<file path="src/rtl/vic_pkg.sv">
package vic_pkg;
  localparam int REG_ADDR_W    = 3;
  localparam int CFG_MASK_BIT  = 16;
  localparam int CFG_LEVEL_BIT = 15;
  localparam int CLS_LSB       = 4;

  typedef enum logic [REG_ADDR_W-1:0] {
    A_SEL   = 3'd0,
    A_WIN   = 3'd1,
    A_TPR   = 3'd2,
    A_EOI   = 3'd3,
    A_INSVC = 3'd4,
    A_REQ   = 3'd5
  } vic_reg_e;
endpackage

</file>
<file path="src/rtl/vic_msb_find.sv">
module vic_msb_find #(
  parameter int W  = 32,
  parameter int IW = $clog2(W)
) (
  input  logic [W-1:0]  vec,
  output logic          found,
  output logic [IW-1:0] idx
);
  // highest set bit wins: later iterations overwrite earlier ones
  always_comb begin
    found = 1'b0;
    idx   = '0;
    for (int i = 0; i < W; i++) begin
      if (vec[i]) begin
        found = 1'b1;
        idx   = IW'(i);
      end
    end
  end
endmodule

</file>
<file path="src/rtl/vic_line_bank.sv">
module vic_line_bank #(
  parameter int LINES = 32,
  parameter int LW    = $clog2(LINES)
) (
  input  logic             clk,
  input  logic             rst,
  input  logic [LINES-1:0] irq_in,
  input  logic             cfg_we,
  input  logic [LW-1:0]    cfg_line,
  input  logic             cfg_mask,
  input  logic             cfg_level,
  input  logic [LINES-1:0] ack_clr,
  output logic [LINES-1:0] req,
  output logic [LINES-1:0] mask_o,
  output logic [LINES-1:0] level_o
);
  genvar g;
  generate
    for (g = 0; g < LINES; g++) begin : g_line
      logic mask_q, level_q, prev_q, epend_q;

      always_ff @(posedge clk) begin
        if (rst) begin
          mask_q  <= 1'b1;
          level_q <= 1'b0;
          prev_q  <= 1'b0;
          epend_q <= 1'b0;
        end else begin
          prev_q <= irq_in[g];
          if (cfg_we && cfg_line == LW'(g)) begin
            mask_q  <= cfg_mask;
            level_q <= cfg_level;
          end
          if (ack_clr[g]) epend_q <= 1'b0;
          // a fresh edge in the acknowledge cycle is kept
          if (!level_q && !mask_q && irq_in[g] && !prev_q) epend_q <= 1'b1;
        end
      end

      assign req[g]     = level_q ? (irq_in[g] & ~mask_q) : epend_q;
      assign mask_o[g]  = mask_q;
      assign level_o[g] = level_q;
    end
  endgenerate
endmodule

</file>
<file path="src/rtl/vic_prio_sel.sv">
module vic_prio_sel import vic_pkg::*; #(
  parameter int LINES    = 32,
  parameter int VEC_W    = 8,
  parameter int VEC_BASE = 32,
  parameter int LW       = $clog2(LINES),
  parameter int CW       = VEC_W - CLS_LSB
) (
  input  logic [LINES-1:0] req,
  input  logic [LINES-1:0] mask,
  input  logic [LINES-1:0] isr,
  input  logic [CW-1:0]    tpr_cls,
  output logic             deliver,
  output logic [VEC_W-1:0] cand_vec,
  output logic             isr_any,
  output logic [LW-1:0]    isr_top
);
  logic [LINES-1:0] pend;
  logic             pend_any;
  logic [LW-1:0]    pend_idx;
  logic [VEC_W-1:0] isr_vec;
  logic [CW-1:0]    cand_cls, isr_cls;

  assign pend = req & ~mask;

  vic_msb_find #(.W(LINES), .IW(LW)) u_pend_msb (
    .vec(pend), .found(pend_any), .idx(pend_idx)
  );
  vic_msb_find #(.W(LINES), .IW(LW)) u_isr_msb (
    .vec(isr), .found(isr_any), .idx(isr_top)
  );

  assign cand_vec = VEC_W'(VEC_BASE) + VEC_W'(pend_idx);
  assign isr_vec  = VEC_W'(VEC_BASE) + VEC_W'(isr_top);
  assign cand_cls = cand_vec[VEC_W-1:CLS_LSB];
  assign isr_cls  = isr_any ? isr_vec[VEC_W-1:CLS_LSB] : '0;
  assign deliver  = pend_any && (cand_cls > tpr_cls) && (cand_cls > isr_cls);

  wire unused_lo = ^isr_vec[CLS_LSB-1:0];
endmodule

</file>
<file path="src/rtl/vic_regfile.sv">
module vic_regfile import vic_pkg::*; #(
  parameter int LINES  = 32,
  parameter int DATA_W = 32,
  parameter int VEC_W  = 8,
  parameter int LW     = $clog2(LINES)
) (
  input  logic                  clk,
  input  logic                  rst,
  input  logic                  bus_wr,
  input  logic                  bus_rd,
  input  logic [REG_ADDR_W-1:0] bus_addr,
  input  logic [DATA_W-1:0]     bus_wdata,
  output logic [DATA_W-1:0]     bus_rdata,
  input  logic [LINES-1:0]      mask_i,
  input  logic [LINES-1:0]      level_i,
  input  logic [LINES-1:0]      isr_i,
  input  logic [LINES-1:0]      req_i,
  output logic                  cfg_we,
  output logic [LW-1:0]         cfg_line,
  output logic                  cfg_mask,
  output logic                  cfg_level,
  output logic                  eoi_pulse,
  output logic [VEC_W-1:0]      tpr_o
);
  localparam int SEL_W = 8;

  logic [SEL_W-1:0]  sel_q;
  logic [VEC_W-1:0]  tpr_q;
  logic              sel_ok;
  logic [LW-1:0]     sel_line;
  logic [DATA_W-1:0] win_rd, rd_mux;

  // scrambled index: line[2:0] at bits 3:1, line[4:3] at bits 6:5
  assign sel_line = {sel_q[LW+1:5], sel_q[3:1]};
  assign sel_ok   = !sel_q[0] && !sel_q[4] && (sel_q[SEL_W-1:LW+2] == '0);

  always_comb begin
    win_rd = '0;
    if (sel_ok) begin
      win_rd[CFG_MASK_BIT]  = mask_i[sel_line];
      win_rd[CFG_LEVEL_BIT] = level_i[sel_line];
    end
  end

  always_comb begin
    case (bus_addr)
      A_SEL:   rd_mux = DATA_W'(sel_q);
      A_WIN:   rd_mux = win_rd;
      A_TPR:   rd_mux = DATA_W'(tpr_q);
      A_INSVC: rd_mux = DATA_W'(isr_i);
      A_REQ:   rd_mux = DATA_W'(req_i);
      default: rd_mux = '0;
    endcase
  end

  assign cfg_we    = bus_wr && (bus_addr == A_WIN) && sel_ok;
  assign cfg_line  = sel_line;
  assign cfg_mask  = bus_wdata[CFG_MASK_BIT];
  assign cfg_level = bus_wdata[CFG_LEVEL_BIT];
  assign eoi_pulse = bus_wr && (bus_addr == A_EOI);
  assign tpr_o     = tpr_q;

  always_ff @(posedge clk) begin
    if (rst) begin
      sel_q     <= '0;
      tpr_q     <= '0;
      bus_rdata <= '0;
    end else begin
      if (bus_wr && bus_addr == A_SEL) sel_q <= bus_wdata[SEL_W-1:0];
      if (bus_wr && bus_addr == A_TPR) tpr_q <= bus_wdata[VEC_W-1:0];
      bus_rdata <= bus_rd ? rd_mux : '0;
    end
  end

  wire unused_wdata = ^bus_wdata;
endmodule

</file>
<file path="src/rtl/vic_fixed_top.sv">
module vic_fixed_top import vic_pkg::*; #(
  parameter int LINES    = 32,
  parameter int VEC_W    = 8,
  parameter int VEC_BASE = 32,
  parameter int DATA_W   = 32
) (
  input  logic                  clk,
  input  logic                  rst,
  input  logic [LINES-1:0]      irq_in,
  input  logic                  bus_wr,
  input  logic                  bus_rd,
  input  logic [REG_ADDR_W-1:0] bus_addr,
  input  logic [DATA_W-1:0]     bus_wdata,
  output logic [DATA_W-1:0]     bus_rdata,
  output logic                  int_req,
  output logic [VEC_W-1:0]      int_vec,
  input  logic                  int_ack
);
  localparam int LW = $clog2(LINES);
  localparam int CW = VEC_W - CLS_LSB;

  logic [LINES-1:0] req, mask, level, isr_q, ack_clr, eoi_clr;
  logic             cfg_we, cfg_mask, cfg_level, eoi_pulse;
  logic [LW-1:0]    cfg_line, isr_top, ack_line;
  logic [VEC_W-1:0] tpr_val, cand_vec, ack_off;
  logic             deliver, isr_any, ack_ok;

  vic_line_bank #(.LINES(LINES), .LW(LW)) u_lines (
    .clk(clk), .rst(rst), .irq_in(irq_in),
    .cfg_we(cfg_we), .cfg_line(cfg_line), .cfg_mask(cfg_mask), .cfg_level(cfg_level),
    .ack_clr(ack_clr), .req(req), .mask_o(mask), .level_o(level)
  );

  vic_prio_sel #(.LINES(LINES), .VEC_W(VEC_W), .VEC_BASE(VEC_BASE), .LW(LW), .CW(CW)) u_prio (
    .req(req), .mask(mask), .isr(isr_q), .tpr_cls(tpr_val[VEC_W-1:CLS_LSB]),
    .deliver(deliver), .cand_vec(cand_vec), .isr_any(isr_any), .isr_top(isr_top)
  );

  vic_regfile #(.LINES(LINES), .DATA_W(DATA_W), .VEC_W(VEC_W), .LW(LW)) u_regs (
    .clk(clk), .rst(rst), .bus_wr(bus_wr), .bus_rd(bus_rd), .bus_addr(bus_addr),
    .bus_wdata(bus_wdata), .bus_rdata(bus_rdata),
    .mask_i(mask), .level_i(level), .isr_i(isr_q), .req_i(req),
    .cfg_we(cfg_we), .cfg_line(cfg_line), .cfg_mask(cfg_mask), .cfg_level(cfg_level),
    .eoi_pulse(eoi_pulse), .tpr_o(tpr_val)
  );

  // acknowledge acts on the vector presented in this cycle
  assign ack_ok   = int_ack && int_req;
  assign ack_off  = int_vec - VEC_W'(VEC_BASE);
  assign ack_line = ack_off[LW-1:0];
  assign ack_clr  = ack_ok ? (LINES'(1) << ack_line) : '0;
  assign eoi_clr  = (eoi_pulse && isr_any) ? (LINES'(1) << isr_top) : '0;

  always_ff @(posedge clk) begin
    if (rst) begin
      isr_q   <= '0;
      int_req <= 1'b0;
      int_vec <= '0;
    end else begin
      isr_q   <= (isr_q & ~eoi_clr) | ack_clr;
      // hold off one cycle after an acknowledge so the new state settles
      int_req <= deliver && !ack_ok;
      int_vec <= (deliver && !ack_ok) ? cand_vec : '0;
    end
  end

  wire unused_off = ^ack_off;
endmodule

</file>
<file path="config.mk">
export PLATFORM = sky130hd
export DESIGN_NAME = vic_fixed_top
export DESIGN_NICKNAME = d
export VERILOG_FILES = /design/src/rtl/vic_pkg.sv /design/src/rtl/vic_msb_find.sv /design/src/rtl/vic_line_bank.sv /design/src/rtl/vic_prio_sel.sv /design/src/rtl/vic_regfile.sv /design/src/rtl/vic_fixed_top.sv
export SDC_FILE = /design/constraint.sdc
export NUM_CORES = 1
export LEC_CHECK = 0
export ABC_CLOCK_PERIOD_IN_PS = 3900
export BUFFER_PORTS_ARGS = -buffer_cell sky130_fd_sc_hd__buf_2
export CELL_PAD_IN_SITES_DETAIL_PLACEMENT = 1
export CELL_PAD_IN_SITES_GLOBAL_PLACEMENT = 1
export CORE_ASPECT_RATIO = 1.4
export CORE_MARGIN = 2
export CORE_UTILIZATION = 45
export CTS_BUF_LIST = sky130_fd_sc_hd__clkbuf_16
export CTS_CLUSTER_DIAMETER = 30
export DETAILED_ROUTE_END_ITERATION = 8
export GPL_TIMING_DRIVEN = 0
export PLACE_DENSITY = 0.82
export SYNTH_ARGS = -nofsm -noshare
export SYNTH_HDL_FRONTEND = slang
export SYNTH_HIERARCHICAL = 1
export SYNTH_SLANG_ARGS = --single-unit
</file>
<file path="constraint.sdc">
create_clock -name clk -period 3.9 [get_ports clk]
set_input_delay 0.585 -clock clk [delete_from_list [all_inputs] [get_ports clk]]
set_output_delay 0.585 -clock clk [all_outputs]
set_load 0.02 [all_outputs]
</file>
==> results_dict.tcl, run 1 <==
set metrics [dict create \
    fin_area_mm2 0.0132 \
    layout-drive-gt1-share_pct 20.9 \
    slew_violations 0 \
    antenna_cells 0 \
    synth_top_family_by_area "simple AND/OR/NAND/NOR gates" \
    synth-seq-cells 217 \
    grt_max_degree 12 \
    fmax_mhz 293 \
    synthCells 1239 \
    cts_tree "done" \
    final_cells 1708 \
    grt_use_total_pct 30.6 \
    vdd_drop_max_v 0.000286 \
    clk_path_buf_depth 3 \
    rows 68 \
    wl_mm 39.6 \
    cp.arrival_ps 3880 \
    layout_min_cycle_time_ps 3410 \
    yosysWarnings 6 \
    synth-main-ff-cell "dfxtp_1" \
    min_path_type "in2reg" \
    place_congestion 0.923 \
    crit_required_ps 4370 \
    seq_area_frac_synth_pct 39.0 \
    dieArea_mm2 0.0260 \
    fin_tns_setup_ps 0 \
    synth.most_common_cell "dfxtp_1" \
    dpl.hpwl_mm 29.3 \
    synth_edf_count 0 \
    synthMuxAreaShare_pct 14.1 \
    maxSlewHeadroom_pct 25.6 \
    yosys.area.top_type "dfxtp_1" \
    clock_latency_ps 530 \
    startpoint "isr_q[24]" \
    ant_nets 0 \
    coreArea_mm2 0.0245 \
    die_w_um 137 \
    yosys.cell_types.count 70 \
    total_power_w 0.00580 \
    power_leakage_nw 5.36 \
    vias_per_cell 5.85 \
    overflow 0 \
    wl_per_cell_um 23.2 \
    synthSimpleGateAreaFrac_pct 23.3 \
    yosysTopAreaCellShare_pct 39.0 \
    cp_max_fo 9 \
    synth-async-reset-ratio_pct 0 \
    dr_total_vias 9993 \
    cp-end-kind "register" \
    antenna_found_initial 0 \
    place_area_mm2 0.0120 \
    drt_pass1_iterations 5 \
    setup_viol 0 \
    netlist_top_cells_area "dfxtp_1 (39%), mux2i_1 (12%), nor2_1 (5.5%)" \
    synth-compound-area-share_pct 13.1 \
    start_util_pct 45.4 \
    synth_xor_xnor_area_share_pct 0 \
    num-fill-cells 2904 \
    die_h_um 190 \
    syn_area_mm2 0.0111 \
    rsz0062_at_grt "false" \
    synth_fa_ha_area_share_pct 0.225 \
    ioPinCount 113 \
    period_share_pct 87.5 \
    post-cts-setup-buffers 0 \
    drv_cap 0 \
    first_global_vias 10300 \
    register_area_mm2 0.00434 \
    dr.first_iter.drc_count 594 \
    multi_input_area_mm2 0.00566 \
    synth.avg_cell_area_um2 8.98 \
    io_buffers 86 \
    final_nets 1439 \
    r2r-start "isr_q[24]" \
    timing.hold.ws_ps 291 \
    htree_levels 2 \
    setup.worst_path.class "reg2reg" \
    synthTopCellsByCount "dfxtp_1 (217), nor2_1 (163), mux2i_1 (130), buf_4 (76), nand2b_1 (76)" \
    worst_setup_path_start_kind "register" \
    grt_pass1_wl_mm 60.3 \
    p_per_area_mw_per_mm2 438 \
    clock-root-buffer "clkbuf_16" \
    status "complete, no violations" \
    cts.clk_slew.worst_paths_ps 50 \
    hold_violations 0 \
    fin_skew_ps 21.0 \
    min_from "irq_in[30]" \
    dp_cells 1641 \
    area_growth_pct 19.0 \
    cts_buffers 37 \
    cts.repair.resized 0 \
    cts-hold-fix-buffers 0 \
    drc 0 \
    tightest_slew_ps 1110 \
    numClockSinks 217 \
]
## worst paths after layout
| check | end | slack, ps | cells past startpoint |
|---|---|---|---|
| max | int_vec[5] | 490 | 11 |
| min | u_lines/g_line[30].prev_q | 290 | 2 |
| max reg2reg | int_vec[5] | 490 | 11 |
| min reg2reg | u_regs/sel_q[7] | 490 | 2 |
## critical path, stage by stage, from the launching register on
cell	delay, ps
dfxtp_1	370
nor4_2	400
and3_1	280
nand3_2	120
or4_1	640
and2_1	220
ha_1	270
o21ai_1	130
and4_1	240
and3_1	150
clkbuf_1	320
and2_1	200
## routing by layer
metal / GRT usage, % / vias to the layer above / wire length (um)
met4: 16.3 / 0 / 2130
met5: 0 / - / 0
met2: 53.7 / 335 / 20000
li1: - / 4547 / -
met1: 35.3 / 4995 / 15700
met3: 4.96 / 116 / 1860
## logic make-up (layout without fill, tap and decap cells)
family | Yosys count | count (layout)
simple gates | 482 | 482
mux | 142 | 142
other cells | 2 | 3
buf+inv | 201 | 354
compound gates | 193 | 193
fa+ha+maj | 2 | 2
flops | 217 | 217
## placed cells by master, fill, tap and decap left out, drive strengths merged, types with 10 or more instances in the layout
cell	count
dfxtp	217
buf	201
nor2	163
mux2i	130
nand2b	76
nand2	71
nor2b	67
inv	67
clkbuf	64
o32a	32
a21oi	30
a22oi	30
o21ai	29
nor4	22
o311ai	19
and2	13
nor3	12
clkinv	12
a32oi	10
mux4	10
## final cells by class
type | count | share of cell area [%]
multi-input cells | 822 | 42.7
flip-flops and latches | 217 | 32.8
clock buffers | 39 | 7.37
plain buffers | 140 | 6.83
repair buffers | 86 | 3.25
well taps | 315 | 2.98
clock inverters | 28 | 2.32
inverters | 61 | 1.73
## flip-flops by register name, indices dropped and copies added (netlist names)
| register | flops |
|---|---|
| u_regs/bus_rdata | 32 |
| u_lines/g_line.epend_q | 32 |
| u_regs/sel_q | 8 |
| int_req | 1 |
| u_lines/g_line.prev_q | 32 |
| int_vec | 8 |
| u_regs/tpr_o | 8 |
| u_lines/g_line.mask_q | 32 |
| isr_q | 32 |
| u_lines/g_line.level_q | 32 |
## power breakdown
group / switching [W] / leakage, nW / total, W / internal [W]
sequential: 0.00000957 / 1.76 / 0.00225 / 0.00224
clock: 0.00114 / 0.630 / 0.00335 / 0.00221
combinational: 0.000132 / 2.97 / 0.000198 / 0.0000667
## through the flow
stage	setup WS, ps	util, %
after floorplan	1190	-
after global placement	412	48.8
after detailed placement	348	48.8
after CTS	475	54.0
after global routing	318	54.0
final	488	54.0
Note: power is estimated with default switching activity, not from simulation.
==> run 2: changes to the inputs <==
--- a/config.mk
+++ b/config.mk
@@ -5,18 +5,17 @@
 export SDC_FILE = /design/constraint.sdc
 export NUM_CORES = 1
 export LEC_CHECK = 0
-export ABC_CLOCK_PERIOD_IN_PS = 3900
 export BUFFER_PORTS_ARGS = -buffer_cell sky130_fd_sc_hd__buf_2
 export CELL_PAD_IN_SITES_DETAIL_PLACEMENT = 1
 export CELL_PAD_IN_SITES_GLOBAL_PLACEMENT = 1
 export CORE_ASPECT_RATIO = 1.4
 export CORE_MARGIN = 2
-export CORE_UTILIZATION = 45
+export CORE_UTILIZATION = 46
 export CTS_BUF_LIST = sky130_fd_sc_hd__clkbuf_16
 export CTS_CLUSTER_DIAMETER = 30
 export DETAILED_ROUTE_END_ITERATION = 8
 export GPL_TIMING_DRIVEN = 0
-export PLACE_DENSITY = 0.82
+export PLACE_DENSITY = 0.84
 export SYNTH_ARGS = -nofsm -noshare
 export SYNTH_HDL_FRONTEND = slang
 export SYNTH_HIERARCHICAL = 1
==> results_dict.tcl, run 2 (synthesized netlist as in run 1, its figures left out) <==
set metrics [dict create \
    power_leakage_nw 5.36 \
    ant_nets 0 \
    crit_required_ps 4340 \
    maxSlewHeadroom_pct 30.5 \
    cts.clk_slew.worst_paths_ps 50 \
    fin_tns_setup_ps 0 \
    grt_use_total_pct 30.8 \
    combPwrFrac_pct 3.4 \
    vdd_drop_max_v 0.000371 \
    period_share_pct 87.9 \
    final_nets 1440 \
    tightest_slew_ps 1040 \
    dieArea_mm2 0.0255 \
    rows 67 \
    place_congestion 0.912 \
    multi_input_area_mm2 0.00566 \
    finalWorstSetupSlack_ps 473 \
    cts.repair.resized 0 \
    post-cts-setup-buffers 0 \
    status "complete, no violations" \
    clock-root-buffer "clkbuf_16" \
    critPathSlowestCell "or4_1" \
    clkPwrFrac_pct 57.9 \
    slew_violations 0 \
    layout_min_cycle_time_ps 3430 \
    dpl_worst_slack_ps 371 \
    cts_tree "done" \
    area_growth_pct 19.0 \
    die_w_um 135 \
    fin_skew_ps 12.7 \
    worst_setup_path_start_kind "register" \
    drc 0 \
    p_per_area_mw_per_mm2 439 \
    hold_violations 0 \
    total_power_w 0.00581 \
    num-fill-cells 2812 \
    intPower_w 0.00452 \
    numClockSinks 217 \
    fmax_mhz 292 \
    mostFrequentLayoutCells "dfxtp_1 (217), nor2_1 (163), mux2i_1 (130), buf_2 (117)" \
    dr_total_vias 9970 \
    grt_pass1_wl_mm 60.1 \
    drv_cap 0 \
    path_cells "nor4_2 > and3_1 > nand3_2 > or4_1 > and2_1 > ha_1 > o21ai_1 > and4_1 > and3_1 > clkbuf_1 > and2_1" \
    slowest_delay_ps 630 \
    swShare_pct 22.1 \
    clk_path_buf_depth 3 \
    setup.worst_path.class "reg2reg" \
    layout-drive-gt1-share_pct 21.0 \
    min_path_type "in2reg" \
    wl_per_cell_um 23.1 \
    die_h_um 188 \
    ioPinCount 113 \
    overflow 0 \
    dr.first_iter.drc_count 754 \
    start_util_pct 46.6 \
    p_sw_w 0.00128 \
    io_buffers 86 \
    first_global_vias 10600 \
    cts-hold-fix-buffers 0 \
    vias_per_cell 5.85 \
    clock_latency_ps 510 \
    antenna_cells 0 \
    cts_buffers 38 \
    dpl.hpwl_mm 29.4 \
    setup_viol 0 \
    seq_power_share_pct 38.8 \
    mostFrequentLayoutCell "dfxtp_1" \
    grt_max_degree 12 \
    wl_mm 39.3 \
    htree_levels 2 \
    cp.arrival_ps 3870 \
    coreArea_mm2 0.0239 \
    register_area_mm2 0.00434 \
    drt_pass1_iterations 7 \
    place_area_mm2 0.0120 \
    fin_area_mm2 0.0132 \
    rsz0062_at_grt "false" \
    cp_max_fo 9 \
    antenna_found_initial 1 \
    cp-end-kind "register" \
]
==> run 2: cell types whose count changed in the layout (fill, tap and decap cells not counted) <==
| cell | previous run | this run |
|---|---|---|
| inv_1 | 64 | 63 |
| clkinv_1 | 6 | 7 |
| inv_6 | 2 | 3 |
| inv_8 | 1 | 0 |
| clkinv_2 | 5 | 7 |
| clkinv_4 | 1 | 2 |
| clkinvlp_4 | 4 | 3 |
==> run 2: cell type report <==
type / instances / area share [%]
Multi-Input combinational cell: 822 / 42.7
Tap cell: 310 / 2.93
Buffer: 140 / 6.83
Clock inverter: 30 / 2.38
Inverter: 61 / 1.73
Clock buffer: 39 / 7.37
Sequential cell: 217 / 32.8
Timing Repair Buffer: 86 / 3.25
==> run 2: stage by stage <==
step | cells | hold slack, ps | utilization, %
floorplan | 1240 | 450 | -
global placement | 1636 | 462 | 50.0
detailed placement | 1636 | 480 | 50.0
CTS | 1705 | 307 | 55.4
global route | 1705 | 317 | 55.4
finish | 1705 | 311 | 55.4
==> run 2: final timing paths <==
check                       start                         to  slack (ps)  cells past startpoint
setup / recovery        isr_q[24]                 int_vec[5]         470                     11
hold / removal         irq_in[19]  u_lines/g_line[19].prev_q         310                      2
hold reg to reg   u_regs/sel_q[0]            u_regs/sel_q[0]         490                      2
setup reg to reg        isr_q[24]                 int_vec[5]         470                     11
==> run 2: routing by layer <==
metal | GRT usage (%) | up-vias | share of wire, %
li1 | - | 4557 | -
met1 | 34.8 | 4908 | 38
met2 | 54.4 | 363 | 50
met3 | 5.08 | 140 | 5.1
met4 | 17.6 | 2 | 6.1
met5 | 0 | - | 0.028
==> run 2: power by group through the flow <==
stage | Combinational (W) | Clock, W | Sequential, W
6_report | 0.000195 | 0.00336 | 0.00225
5_1_grt | 0.000207 | 0.00350 | 0.00225
4_1_cts | 0.000192 | 0.00339 | 0.00225
3_5_place_dp | 0.000190 | 0 | 0.00230
3_3_place_gp | 0.000188 | 0 | 0.00230
2_1_floorplan | 0.000107 | 0 | 0.00229
==> run 2: worst max-delay path: cells and delay by family, from the launching register on <==
| family | cells | cell delay, ps |
|---|---|---|
| AO/OA/AOI/OAI | 1 | 140 |
| adder cells (fa/ha/maj) | 1 | 270 |
| AND/OR/NAND/NOR | 8 | 2230 |
| buffers and inverters | 1 | 350 |
| flip-flops | 1 | 370 |
